$ cat src/rtl/hdx_tx_pkg.sv
package hdx_tx_pkg;

  typedef enum logic [2:0] {
    ST_IDLE,
    ST_DEFER,
    ST_SEND,
    ST_BACKOFF,
    ST_PAUSE
  } txState_t;

  typedef enum logic [1:0] {
    TXS_NONE   = 2'd0,
    TXS_SENT   = 2'd1,
    TXS_EXCESS = 2'd2,
    TXS_LATE   = 2'd3
  } txStatus_t;

  // strobes from control to datapath
  typedef struct packed {
    logic latchLen;
    logic clrByte;
    logic incByte;
    logic clrDefer;
    logic incDefer;
    logic clrRetry;
    logic loadBackoff;
  } dpCtrl_t;

  // conditions reported back by the datapath
  typedef struct packed {
    logic lastByte;
    logic isLate;
    logic deferDone;
    logic backoffDone;
    logic retryAtLimit;
  } dpFlags_t;

endpackage

$ cat src/rtl/hdx_tx_datapath.sv
module hdx_tx_datapath
  import hdx_tx_pkg::*;
#(
  parameter int LEN_W       = 11,
  parameter int CD_W        = 10,
  parameter int CT_W        = 4,
  parameter int SLOT_BYTES  = 64,
  parameter int IFG_BYTES   = 12,
  parameter int MIN_FRAME   = 64,
  parameter int BACKOFF_CAP = 10
) (
  input  logic             clk,
  input  logic             rstN,
  input  dpCtrl_t          ctrl,
  input  logic             inSend,
  input  logic             inBackoff,
  input  logic [LEN_W-1:0] fifoFrameLen,
  input  logic [7:0]       fifoData,
  input  logic             cfgPadShort,
  input  logic [CD_W-1:0]  cfgCollDist,
  input  logic [CT_W-1:0]  cfgRetryLimit,
  input  logic             carrierSense,
  output dpFlags_t         flags,
  output logic [LEN_W-1:0] rdAddr,
  output logic [7:0]       txData,
  output logic             txIsFill
);

  localparam int SLOT_W = $clog2(SLOT_BYTES + 1);
  localparam int DEF_W  = $clog2(IFG_BYTES + 1);
  localparam int LFSR_W = 16;
  localparam logic [LEN_W-1:0] MIN_LEN = LEN_W'(MIN_FRAME);

  logic [LEN_W-1:0]       frameLen;
  logic [LEN_W-1:0]       byteCnt;
  logic [DEF_W-1:0]       deferCnt;
  logic [CT_W-1:0]        retryCnt;
  logic [BACKOFF_CAP-1:0] backSlots;
  logic [SLOT_W-1:0]      slotCnt;
  logic [LFSR_W-1:0]      lfsr;
  logic [LEN_W-1:0]       dataLen;
  logic [LEN_W-1:0]       totalLen;
  logic [LEN_W-1:0]       minLen;
  logic [CT_W-1:0]        nextRetry;

  // window of 2^min(n,cap) slots, as a mask
  function automatic logic [BACKOFF_CAP-1:0] rangeMask(input logic [CT_W-1:0] n);
    int k;
    k = (int'(n) > BACKOFF_CAP) ? BACKOFF_CAP : int'(n);
    return BACKOFF_CAP'((1 << k) - 1);
  endfunction

  assign nextRetry = retryCnt + 1'b1;

  always_ff @(posedge clk) begin
    if (!rstN) begin
      frameLen  <= '0;
      byteCnt   <= '0;
      deferCnt  <= '0;
      retryCnt  <= '0;
      backSlots <= '0;
      slotCnt   <= '0;
      lfsr      <= 16'hACE1;
    end else begin
      lfsr <= {lfsr[LFSR_W-2:0], lfsr[15] ^ lfsr[14] ^ lfsr[12] ^ lfsr[3]};

      if (ctrl.latchLen) frameLen <= fifoFrameLen;

      if (ctrl.clrByte)      byteCnt <= '0;
      else if (ctrl.incByte) byteCnt <= byteCnt + 1'b1;

      if (ctrl.clrDefer)      deferCnt <= '0;
      else if (ctrl.incDefer) deferCnt <= deferCnt + 1'b1;

      if (ctrl.clrRetry)         retryCnt <= '0;
      else if (ctrl.loadBackoff) retryCnt <= nextRetry;

      if (ctrl.loadBackoff) begin
        backSlots <= lfsr[BACKOFF_CAP-1:0] & rangeMask(nextRetry);
        slotCnt   <= '0;
      end else if (inBackoff && backSlots != '0) begin
        if (slotCnt == SLOT_W'(SLOT_BYTES - 1)) begin
          slotCnt   <= '0;
          backSlots <= backSlots - 1'b1;
        end else begin
          slotCnt <= slotCnt + 1'b1;
        end
      end
    end
  end

  always_comb begin
    dataLen  = (cfgPadShort && frameLen < MIN_LEN) ? MIN_LEN : frameLen;
    minLen   = LEN_W'(cfgCollDist) + 1'b1;
    totalLen = (dataLen > minLen) ? dataLen : minLen;

    flags.lastByte     = (byteCnt == totalLen - 1'b1);
    flags.isLate       = (byteCnt >= LEN_W'(cfgCollDist));
    flags.deferDone    = (deferCnt == DEF_W'(IFG_BYTES - 1)) && !carrierSense;
    flags.backoffDone  = (backSlots == '0);
    flags.retryAtLimit = (retryCnt >= cfgRetryLimit);

    rdAddr   = byteCnt;
    txData   = (byteCnt < frameLen) ? fifoData : 8'h00;
    txIsFill = inSend && (byteCnt >= dataLen);
  end

  // filler never precedes a data byte within one attempt
  assert_fill_tail_R5 : assert property (@(posedge clk) disable iff (!rstN)
    (inSend && txIsFill) |=> (!inSend || txIsFill));

  // drawn backoff fits the window of the retry just counted
  assert_backoff_range_R4 : assert property (@(posedge clk) disable iff (!rstN)
    ctrl.loadBackoff |=> ((backSlots & ~rangeMask(retryCnt)) == '0));

endmodule

$ cat src/rtl/hdx_tx_control.sv
module hdx_tx_control
  import hdx_tx_pkg::*;
(
  input  logic      clk,
  input  logic      rstN,
  input  logic      cfgEnable,
  input  logic      cfgFullDuplex,
  input  logic      cfgLateRetry,
  input  logic      fifoValid,
  input  logic      carrierSense,
  input  logic      collision,
  input  logic      pauseSet,
  input  logic      pauseDone,
  input  dpFlags_t  flags,
  output dpCtrl_t   ctrl,
  output logic      inSend,
  output logic      inBackoff,
  output logic      txValid,
  output logic      fifoPop,
  output logic      statusValid,
  output logic [1:0] statusCode,
  output logic      pauseStart,
  output logic      pausePending
);

  txState_t  state, stateNext;
  logic      doPause, doPauseNext;
  logic      finish;
  txStatus_t finishCode;
  logic      launchPause;

  always_comb begin
    ctrl        = '0;
    stateNext   = state;
    doPauseNext = doPause;
    finish      = 1'b0;
    finishCode  = TXS_NONE;
    launchPause = 1'b0;

    unique case (state)
      ST_IDLE: begin
        if (pausePending) begin
          stateNext     = ST_DEFER;
          doPauseNext   = 1'b1;
          ctrl.clrDefer = 1'b1;
        end else if (cfgEnable && fifoValid) begin
          stateNext     = ST_DEFER;
          doPauseNext   = 1'b0;
          ctrl.latchLen = 1'b1;
          ctrl.clrByte  = 1'b1;
          ctrl.clrRetry = 1'b1;
          ctrl.clrDefer = 1'b1;
        end
      end
      ST_DEFER: begin
        if (carrierSense) ctrl.clrDefer = 1'b1;
        else              ctrl.incDefer = 1'b1;
        if (flags.deferDone) begin
          ctrl.clrByte = 1'b1;
          if (doPause) begin
            stateNext   = ST_PAUSE;
            launchPause = 1'b1;
          end else begin
            stateNext = ST_SEND;
          end
        end
      end
      ST_SEND: begin
        ctrl.incByte = 1'b1;
        if (collision && !cfgFullDuplex) begin
          if (flags.isLate && !cfgLateRetry) begin
            finish     = 1'b1;
            finishCode = TXS_LATE;
            stateNext  = ST_IDLE;
          end else if (flags.retryAtLimit) begin
            finish     = 1'b1;
            finishCode = TXS_EXCESS;
            stateNext  = ST_IDLE;
          end else begin
            ctrl.loadBackoff = 1'b1;
            stateNext        = ST_BACKOFF;
          end
        end else if (flags.lastByte) begin
          finish     = 1'b1;
          finishCode = TXS_SENT;
          stateNext  = ST_IDLE;
        end
      end
      ST_BACKOFF: begin
        if (flags.backoffDone) begin
          ctrl.clrDefer = 1'b1;
          stateNext     = ST_DEFER;
        end
      end
      ST_PAUSE: begin
        if (pauseDone) stateNext = ST_IDLE;
      end
      default: stateNext = ST_IDLE;
    endcase
  end

  always_ff @(posedge clk) begin
    if (!rstN) begin
      state        <= ST_IDLE;
      doPause      <= 1'b0;
      fifoPop      <= 1'b0;
      statusValid  <= 1'b0;
      statusCode   <= TXS_NONE;
      pauseStart   <= 1'b0;
      pausePending <= 1'b0;
    end else begin
      state        <= stateNext;
      doPause      <= doPauseNext;
      fifoPop      <= finish;
      statusValid  <= finish;
      statusCode   <= finish ? finishCode : TXS_NONE;
      pauseStart   <= launchPause;
      pausePending <= pauseSet | (pausePending & !(state == ST_PAUSE && pauseDone));
    end
  end

  assign inSend    = (state == ST_SEND);
  assign inBackoff = (state == ST_BACKOFF);
  assign txValid   = inSend;

  assert_pause_oneshot_R8 : assert property (@(posedge clk) disable iff (!rstN)
    pauseStart |=> !pauseStart);

  assert_defer_idle_R9 : assert property (@(posedge clk) disable iff (!rstN)
    $rose(txValid) |-> $past(!carrierSense));

  assert_status_pulse_R10 : assert property (@(posedge clk) disable iff (!rstN)
    statusValid |=> !statusValid);

  assert_fd_sent_R7 : assert property (@(posedge clk) disable iff (!rstN)
    (statusValid && cfgFullDuplex) |-> (statusCode == TXS_SENT));

endmodule

$ cat src/rtl/hdx_tx_retry.sv
module hdx_tx_retry
  import hdx_tx_pkg::*;
#(
  parameter int LEN_W       = 11,
  parameter int CD_W        = 10,
  parameter int CT_W        = 4,
  parameter int SLOT_BYTES  = 64,
  parameter int IFG_BYTES   = 12,
  parameter int MIN_FRAME   = 64,
  parameter int BACKOFF_CAP = 10
) (
  input  logic             clk,
  input  logic             rstN,
  input  logic             cfgEnable,
  input  logic             cfgPadShort,
  input  logic             cfgFullDuplex,
  input  logic             cfgLateRetry,
  input  logic [CT_W-1:0]  cfgRetryLimit,
  input  logic [CD_W-1:0]  cfgCollDist,
  input  logic             pauseSet,
  input  logic             pauseDone,
  output logic             pauseStart,
  output logic             pausePending,
  input  logic             fifoValid,
  input  logic [LEN_W-1:0] fifoFrameLen,
  input  logic [7:0]       fifoData,
  output logic [LEN_W-1:0] rdAddr,
  output logic             fifoPop,
  input  logic             carrierSense,
  input  logic             collision,
  output logic             txValid,
  output logic [7:0]       txData,
  output logic             txIsFill,
  output logic             statusValid,
  output logic [1:0]       statusCode
);

  dpCtrl_t  ctrl;
  dpFlags_t flags;
  logic     inSend;
  logic     inBackoff;

  hdx_tx_control control_i (
    .clk          (clk),
    .rstN         (rstN),
    .cfgEnable    (cfgEnable),
    .cfgFullDuplex(cfgFullDuplex),
    .cfgLateRetry (cfgLateRetry),
    .fifoValid    (fifoValid),
    .carrierSense (carrierSense),
    .collision    (collision),
    .pauseSet     (pauseSet),
    .pauseDone    (pauseDone),
    .flags        (flags),
    .ctrl         (ctrl),
    .inSend       (inSend),
    .inBackoff    (inBackoff),
    .txValid      (txValid),
    .fifoPop      (fifoPop),
    .statusValid  (statusValid),
    .statusCode   (statusCode),
    .pauseStart   (pauseStart),
    .pausePending (pausePending)
  );

  hdx_tx_datapath #(
    .LEN_W      (LEN_W),
    .CD_W       (CD_W),
    .CT_W       (CT_W),
    .SLOT_BYTES (SLOT_BYTES),
    .IFG_BYTES  (IFG_BYTES),
    .MIN_FRAME  (MIN_FRAME),
    .BACKOFF_CAP(BACKOFF_CAP)
  ) datapath_i (
    .clk          (clk),
    .rstN         (rstN),
    .ctrl         (ctrl),
    .inSend       (inSend),
    .inBackoff    (inBackoff),
    .fifoFrameLen (fifoFrameLen),
    .fifoData     (fifoData),
    .cfgPadShort  (cfgPadShort),
    .cfgCollDist  (cfgCollDist),
    .cfgRetryLimit(cfgRetryLimit),
    .carrierSense (carrierSense),
    .flags        (flags),
    .rdAddr       (rdAddr),
    .txData       (txData),
    .txIsFill     (txIsFill)
  );

endmodule

$ cat config.mk
export PLATFORM = sky130hd
export DESIGN_NAME = hdx_tx_retry
export DESIGN_NICKNAME = d
export VERILOG_FILES = /design/src/rtl/hdx_tx_pkg.sv /design/src/rtl/hdx_tx_datapath.sv /design/src/rtl/hdx_tx_control.sv /design/src/rtl/hdx_tx_retry.sv
export SDC_FILE = /design/constraint.sdc
export NUM_CORES = 1
export LEC_CHECK = 0
export BUFFER_PORTS_ARGS = -buffer_cell sky130_fd_sc_hd__clkbuf_2
export CORE_MARGIN = 3
export CORE_UTILIZATION = 60
export CTS_BUF_LIST = sky130_fd_sc_hd__clkbuf_4
export DETAILED_ROUTE_END_ITERATION = 10
export PLACE_DENSITY = 0.83
export SLEW_MARGIN = 20
export SYNTH_ARGS = -nofsm -noshare
export SYNTH_HDL_FRONTEND = slang
export SYNTH_SLANG_ARGS = --single-unit
$ cat constraint.sdc
create_clock -name clk -period 6.35 [get_ports clk]
set_clock_uncertainty 0.15 [all_clocks]
set_input_delay 1.27 -clock clk [delete_from_list [all_inputs] [get_ports clk]]
set_output_delay 1.27 -clock clk [all_outputs]
set_load 0.02 [all_outputs]
==> metrics.txt, run 1 <==
Min-Delay Path Class=flop to flop; vias=about 5100; Resized cells post-CTS=0; Post-synth EDFFs=0; Diodes inserted=0; CP Data Arrival Time=about 4.1 ns; share of cells above drive strength 1=0.150; DRC violations left=0; Skew-Pair Late Insertion Delay=0.43 ns; starting density of the core=0.631; status=finished clean; final hold violation count=0; Fin Setup TNS=0 ns; initial DRC count=between 200 and 300; Placement Rows=33; routed length per instance=17.1 µm; Yosys cell types=between 60 and 70; clock slew at reported path FFs=roughly 0.11 ns; Avg Cell Area, Syn=a little over 8 µm²; multi-input logic area=3580 µm²; RSZ-0062 raised after global routing=no; Fill cells=719; max_cap viols=0; vias in the first global route=a little under 5000; ANT nets after route=0; CTS H-Tree Depth=3; Critical Path RT=between 4 and 5 ns; maximum fanout along the worst path=7; global-route wire length before repair=about 23 mm; Gate Count Post-Synth=between 600 and 700; Die Y=100 µm; CTS tree=done; Seq cells post-synth=72; Pwr Density=roughly 230 nW/µm²; Setup CP Type=input port to output pin; highest clock rate=0.181 GHz; startpoint types=input port; worst slew pin tran=between 0.9 and 1 ns; Die W=between 100 and 150 µm; Seq/Total Area, Yosys=0.271; Slew Limit Fails=0; static leakage=approximately 2.7 nW; I/O Pins=between 70 and 80; ys flop type=dfxtp_1; Clock Path Buffers=2; pin count of the biggest net entering global routing=27; Post-CTS Setup Bufs=0; YS warnings=0; P&R area growth vs syn=10.2%; max_slew headroom=0.394; Layout Nets=823; Detailed Routing Iterations Pass 1=7; grt ovf=0; syn_nets=around 760; Worst Setup End Kind=output pin; Reg area=about 1400 µm²; PortBufs=70; vias per cell=slightly above 6; CTS Buf Count=9; DPL Wire Length=~11 mm; Placeable Area=8420 µm²; Final period util=0.868; ys async rst share=0; worst vdd ir=approximately 0.00018 V; Die ar.=between 10000 and 15000 µm²; Root Buffer=clkbuf_4; GRT Util Overall=0.288; Netlist Area Pre-Place=roughly 5300 µm²; CTS sink count=around 70; final setup fails=0; GPL Wtd Cong=slightly above 1; Post-Route WL=approximately 14 mm; hold_buf cts=0; post-layout minimum cycle time=about 5.5 ns; initial antenna violation count=0; fin util=0.695
==> placed cells by master (no fill, tap or decap), types with 4 or more instances in the layout <==
master / count
dfxtp_1: 72
clkbuf_2: 70
nor2_1: 67
ha_1: 55
inv_1: 50
nand2_1: 39
a21oi_1: 33
xnor2_1: 29
nand3_1: 28
o21ai_0: 23
and2_1: 21
xor2_1: 21
nand4_1: 17
mux2i_1: 17
nor3_1: 15
o21a_1: 15
a21o_1: 14
nand2b_1: 14
a211oi_1: 11
o211ai_1: 10
clkbuf_4: 10
or3_1: 7
buf_4: 6
nor4_1: 5
o2111ai_1: 5
nor2b_1: 5
a31oi_1: 5
and3_1: 5
nand3b_1: 4
o21ai_1: 4
o31ai_1: 4
and4_1: 4
==> report_power, final <==
group / switching [W] / leakage (nW) / total (W) / internal [W]
sequential: 0.0000483 / 0.586 / 0.000532 / 0.000483
combinational: 0.000329 / 2.00 / 0.000561 / 0.000231
clock: 0.000170 / 0.0632 / 0.000256 / 0.0000861
total: 0.000548 / 2.65 / 0.00135 / 0.000801
==> worst paths after layout <==
path	startpoint	endpoint	slack, ns	cells after the start
worst max register to register	datapath_i.frameLen[9]	control_i.fifoPop	1.40	23
worst min register to register	datapath_i.lfsr[10]	datapath_i.lfsr[11]	0.28	1
worst min-delay path	datapath_i.lfsr[10]	datapath_i.lfsr[11]	0.28	1
worst max-delay path	cfgPadShort	txIsFill	0.84	15
==> stage by stage <==
| stage | power (W) | std cells | hold WS, ns | area (µm²) | worst slack, ns |
|---|---|---|---|---|---|
| 5_1_grt | 0.00143 | 834 | 0.309 | 5860 | 0.716 |
| 6_report | 0.00135 | 834 | 0.282 | 5860 | 0.839 |
| 2_1_floorplan | 0.000939 | 660 | 0.236 | 5310 | 1.03 |
| 4_1_cts | 0.00134 | 834 | 0.291 | 5860 | 0.865 |
| 3_3_place_gp | 0.00107 | 818 | 0.259 | 5740 | 0.812 |
| 3_5_place_dp | 0.00109 | 818 | 0.256 | 5740 | 0.611 |
==> cells in the mapped netlist, drive strengths merged, types with 2 or more instances <==
| master | number | area share |
|---|---|---|
| a211o | 2 | 0.0033 |
| a211oi | 13 | 0.020 |
| a21bo | 2 | 0.0038 |
| a21o | 14 | 0.020 |
| a21oi | 34 | 0.034 |
| a31o | 2 | 0.0033 |
| a31oi | 5 | 0.0059 |
| and2 | 21 | 0.025 |
| and3 | 5 | 0.0059 |
| and4 | 4 | 0.0066 |
| buf | 5 | 0.0061 |
| clkbuf | 18 | 0.013 |
| dfxtp | 72 | 0.27 |
| ha | 55 | 0.13 |
| inv | 50 | 0.035 |
| mux2i | 17 | 0.032 |
| nand2 | 40 | 0.030 |
| nand2b | 14 | 0.016 |
| nand3 | 29 | 0.028 |
| nand3b | 4 | 0.0057 |
| nand4 | 17 | 0.020 |
| nand4b | 3 | 0.0049 |
| nor2 | 68 | 0.049 |
| nor2b | 5 | 0.0059 |
| nor3 | 15 | 0.014 |
| nor4 | 6 | 0.0082 |
| o2111ai | 5 | 0.0082 |
| o211ai | 10 | 0.014 |
| o21a | 15 | 0.021 |
| o21ai | 27 | 0.025 |
| o31ai | 4 | 0.0057 |
| or2 | 2 | 0.0024 |
| or3 | 7 | 0.0082 |
| or4 | 4 | 0.0064 |
| or4b | 2 | 0.0045 |
| xnor2 | 29 | 0.048 |
| xor2 | 21 | 0.035 |
==> worst max-delay path: stages <==
cell	delay [ns]
clkbuf_2	0.08
or4b_4	0.46
or2_1	0.33
nand2_1	0.16
ha_1	0.26
nor2b_1	0.13
o21a_1	0.16
o21a_1	0.16
o21a_1	0.16
o21a_1	0.16
o21a_1	0.17
o21a_1	0.16
o21ai_0	0.15
a21oi_1	0.11
clkbuf_2	0.18
==> sequential cells by signal (all words and copies together) (netlist names) <==
register / count
datapath_i.retryCnt: 4
datapath_i.rdAddr: 11
datapath_i.deferCnt: 4
control_i.fifoPop: 1
control_i.pauseStart: 1
control_i.statusCode: 2
control_i.state: 3
control_i.doPause: 1
datapath_i.slotCnt: 7
datapath_i.frameLen: 11
datapath_i.backSlots: 10
control_i.pausePending: 1
datapath_i.lfsr: 16
==> logic make-up after synthesis <==
logic type | synth area share
muxes | 0.0341
buffers and inverters | 0.0542
and+or+nand+nor | 0.246
xor gates and xnor gates | 0.0824
adders and majority gates | 0.130
DFF | 0.271
AOI/OAI and AO/OA | 0.183
==> layer usage <==
layer / track usage / share of wire / wire length (µm)
met5: 0 / 0 / 0
met4: 0.0984 / 0.024 / 343
met3: 0.0417 / 0.057 / 818
met2: 0.498 / 0.48 / 6840
met1: 0.369 / 0.44 / 6250
==> area by class of cell <==
| class | count | share of cell area |
|---|---|---|
| Sequential cell | 72 | 0.246 |
| Clock inverter | 6 | 0.00726 |
| Multi-Input combinational cell | 515 | 0.612 |
| Clock buffer | 10 | 0.0128 |
| Timing Repair Buffer | 76 | 0.0675 |
| Inverter | 50 | 0.0320 |
| Tap cell | 105 | 0.0224 |
Power figures use the tool's default switching activity.
==> inputs of run 2 (changes only) <==
==> constraint.sdc (replaced) <==
create_clock -name clk -period 6.35 [get_ports clk]
set_clock_uncertainty 0.15 [all_clocks]
set_input_delay 0.3175 -clock clk [delete_from_list [all_inputs] [get_ports clk]]
set_output_delay 0.3175 -clock clk [all_outputs]
set_load 0.02 [all_outputs]
==> metrics.txt, run 2 (synthesis gave the netlist of run 1 again) <==
status=finished clean (unchanged); pin count of the biggest net entering global routing=27 (unchanged); fin util=0.710 (was 0.695); GPL Wtd Cong=0.973 (was 1.02); Die W=100 µm (unchanged); highest clock rate=0.186 GHz (was 0.181 GHz); Worst Setup End Kind=flop (was output pin); Root Buffer=clkbuf_4 (unchanged); Min-Delay Path Class=input port to flop (was flop to flop); hold_ws=0.0383 ns (was 0.282 ns); grt ovf=0 (unchanged); Comb pwr share=0.398 (was 0.416); final setup margin=0.973 ns (was 0.839 ns); Detailed Routing Iterations Pass 1=5 (was 7); initial DRC count=339 (was 280); GRT Util Overall=0.308 (was 0.288); maximum fanout along the worst path=13 (was 7); Resized cells post-CTS=0 (unchanged); max_slew headroom=0.368 (was 0.394); worst vdd ir=0.000179 V (was 0.000180 V); most common cell after layout, fill and taps aside=dfxtp_1 (unchanged); vias=5233 (was 5136); placed cells=815 (was 818); most frequent cells in the layout=dfxtp_1, clkbuf_2, nor2_1, ha_1, inv_1 (unchanged); vias per cell=6.22 (was 6.16); CTS tree=done (unchanged); post-place setup slack=1.12 ns (was 0.611 ns); global-route wire length before repair=24.6 mm (was 23.3 mm); max_cap viols=0 (unchanged); Diodes inserted=0 (unchanged); Internal Power=0.000882 W (was 0.000801 W); sequential power share=0.371 (was 0.394); worst slew pin tran=0.944 ns (was 0.905 ns); P&R area growth vs syn=12.6% (was 10.2%); PortBufs=70 (unchanged); Placement Rows=33 (unchanged); post-layout minimum cycle time=5.38 ns (was 5.51 ns); DRC violations left=0 (unchanged); initial antenna violation count=0 (unchanged); DPL Wire Length=11.2 mm (was 11.1 mm); Final period util=0.847 (was 0.868); CTS H-Tree Depth=3 (unchanged); final setup fails=0 (unchanged); ANT nets after route=0 (unchanged); slowest cell delay on critical path=0.55 ns (was 0.46 ns); Die Y=100 µm (unchanged); Die ar.=10000 µm² (unchanged); max reg flops=16 (unchanged); startpoint types=flop (was input port); Clk network pwr share=0.232 (was 0.190); CP cell instances=or4b_4 -> or2_1 -> nand2_1 -> inv_1 -> ha_1 -> a21oi_1 -> a2111oi_2 -> a211oi_1 -> buf_4 -> nor2_1 -> nor2_1 -> a21oi_1 -> inv_1 -> ha_1 -> xnor2_1 -> or4_1 -> nand4_1 -> o211ai_1 -> nor4_2 -> nand4_1 -> o21ai_1 (was clkbuf_2 -> or4b_4 -> or2_1 -> nand2_1 -> ha_1 -> nor2b_1 -> o21a_1 -> o21a_1 -> o21a_1 -> o21a_1 -> o21a_1 -> o21a_1 -> o21ai_0 -> a21oi_1 -> clkbuf_2); Max stage delay cell, worst path=or4b_4 (unchanged); static leakage=2.71 nW (was 2.65 nW); Post-Route WL=15.1 mm (was 14.3 mm); routed length per instance=17.9 µm (was 17.1 µm); starting density of the core=0.631 (unchanged); Pwr Density=240 nW/µm² (was 230 nW/µm²); CP Data Arrival Time=5.56 ns (was 4.09 ns); Layout Nets=830 (was 823); Slew Limit Fails=0 (unchanged); Placeable Area=8420 µm² (unchanged); sw frac=0.384 (was 0.406); Clock Path Buffers=2 (unchanged); final non-filler cell total=841 (was 834); vias in the first global route=5111 (was 4856); Critical Path RT=6.53 ns (was 4.93 ns); Fin Setup TNS=0 ns (unchanged); register with the most flip-flops=datapath_i.lfsr (unchanged); CTS Buf Count=9 (unchanged); clock slew at reported path FFs=0.12 ns (was 0.11 ns); I/O Pins=71 (unchanged); final hold violation count=0 (unchanged); Setup CP Type=flop to flop (was input port to output pin); P_sw=0.000551 W (was 0.000548 W); share of cells above drive strength 1=0.144 (was 0.150); Skew-Pair Late Insertion Delay=0.41 ns (was 0.43 ns); CTS sink count=72 (unchanged); RSZ-0062 raised after global routing=no (unchanged)
## run 2: path summary, 6_finish.rpt
| kind | start | end | slack [ns] | cells past startpoint |
|---|---|---|---|---|
| setup / recovery | datapath_i.frameLen[9] | control_i.statusCode[0] | 0.97 | 21 |
| hold / removal | fifoFrameLen[4] | datapath_i.frameLen[4] | 0.04 | 3 |
| setup reg to reg | datapath_i.frameLen[9] | control_i.statusCode[0] | 0.97 | 21 |
| hold reg to reg | datapath_i.lfsr[10] | datapath_i.lfsr[11] | 0.27 | 1 |
## run 2: timing repair
action	in CTS	in global routing
endpoints found under the hold margin	10	0
hold buffers	10	0
buffers inserted	0	0
## run 2: per-stage QoR
stage / area, µm² / total power [W]
floorplan: 5310 / 0.000939
global placement: 5720 / 0.00107
global route: 5980 / 0.00152
finish: 5980 / 0.00143
detailed placement: 5720 / 0.00109
CTS: 5980 / 0.00143
## run 2: cell type report
cell class              instances  area (µm²)
well taps                     105         131
repair buffers                 83         473
fillers                       708        2440
clock buffers                  10        75.1
inverters                      50         188
multi-input cells             515        3580
clock inverters                 6        90.1
flip-flops and latches         72        1440
## run 2: critical path: cells and delay by family (launching register included)
kind | cells | cell delay, ns
AO/OA/AOI/OAI | 6 | 1.03
adder cells (fa/ha/maj) | 2 | 0.59
flip-flops | 1 | 0.39
buffers and inverters | 3 | 0.33
XOR/XNOR | 1 | 0.20
AND/OR/NAND/NOR | 9 | 2.61
## run 2: power by group through the flow
stage	sequential [W]	clock [W]	combinational (W)
3_3_place_gp	0.000538	0	0.000536
2_1_floorplan	0.000523	0	0.000416
4_1_cts	0.000528	0.000338	0.000559
5_1_grt	0.000536	0.000357	0.000626
6_report	0.000531	0.000332	0.000570
3_5_place_dp	0.000538	0	0.000548
## run 2: per-layer routing
metal / track usage / wire length, µm
met1: 0.403 / 6410
met4: 0.133 / 631
met2: 0.504 / 6860
met5: 0 / 0
met3: 0.0486 / 1150
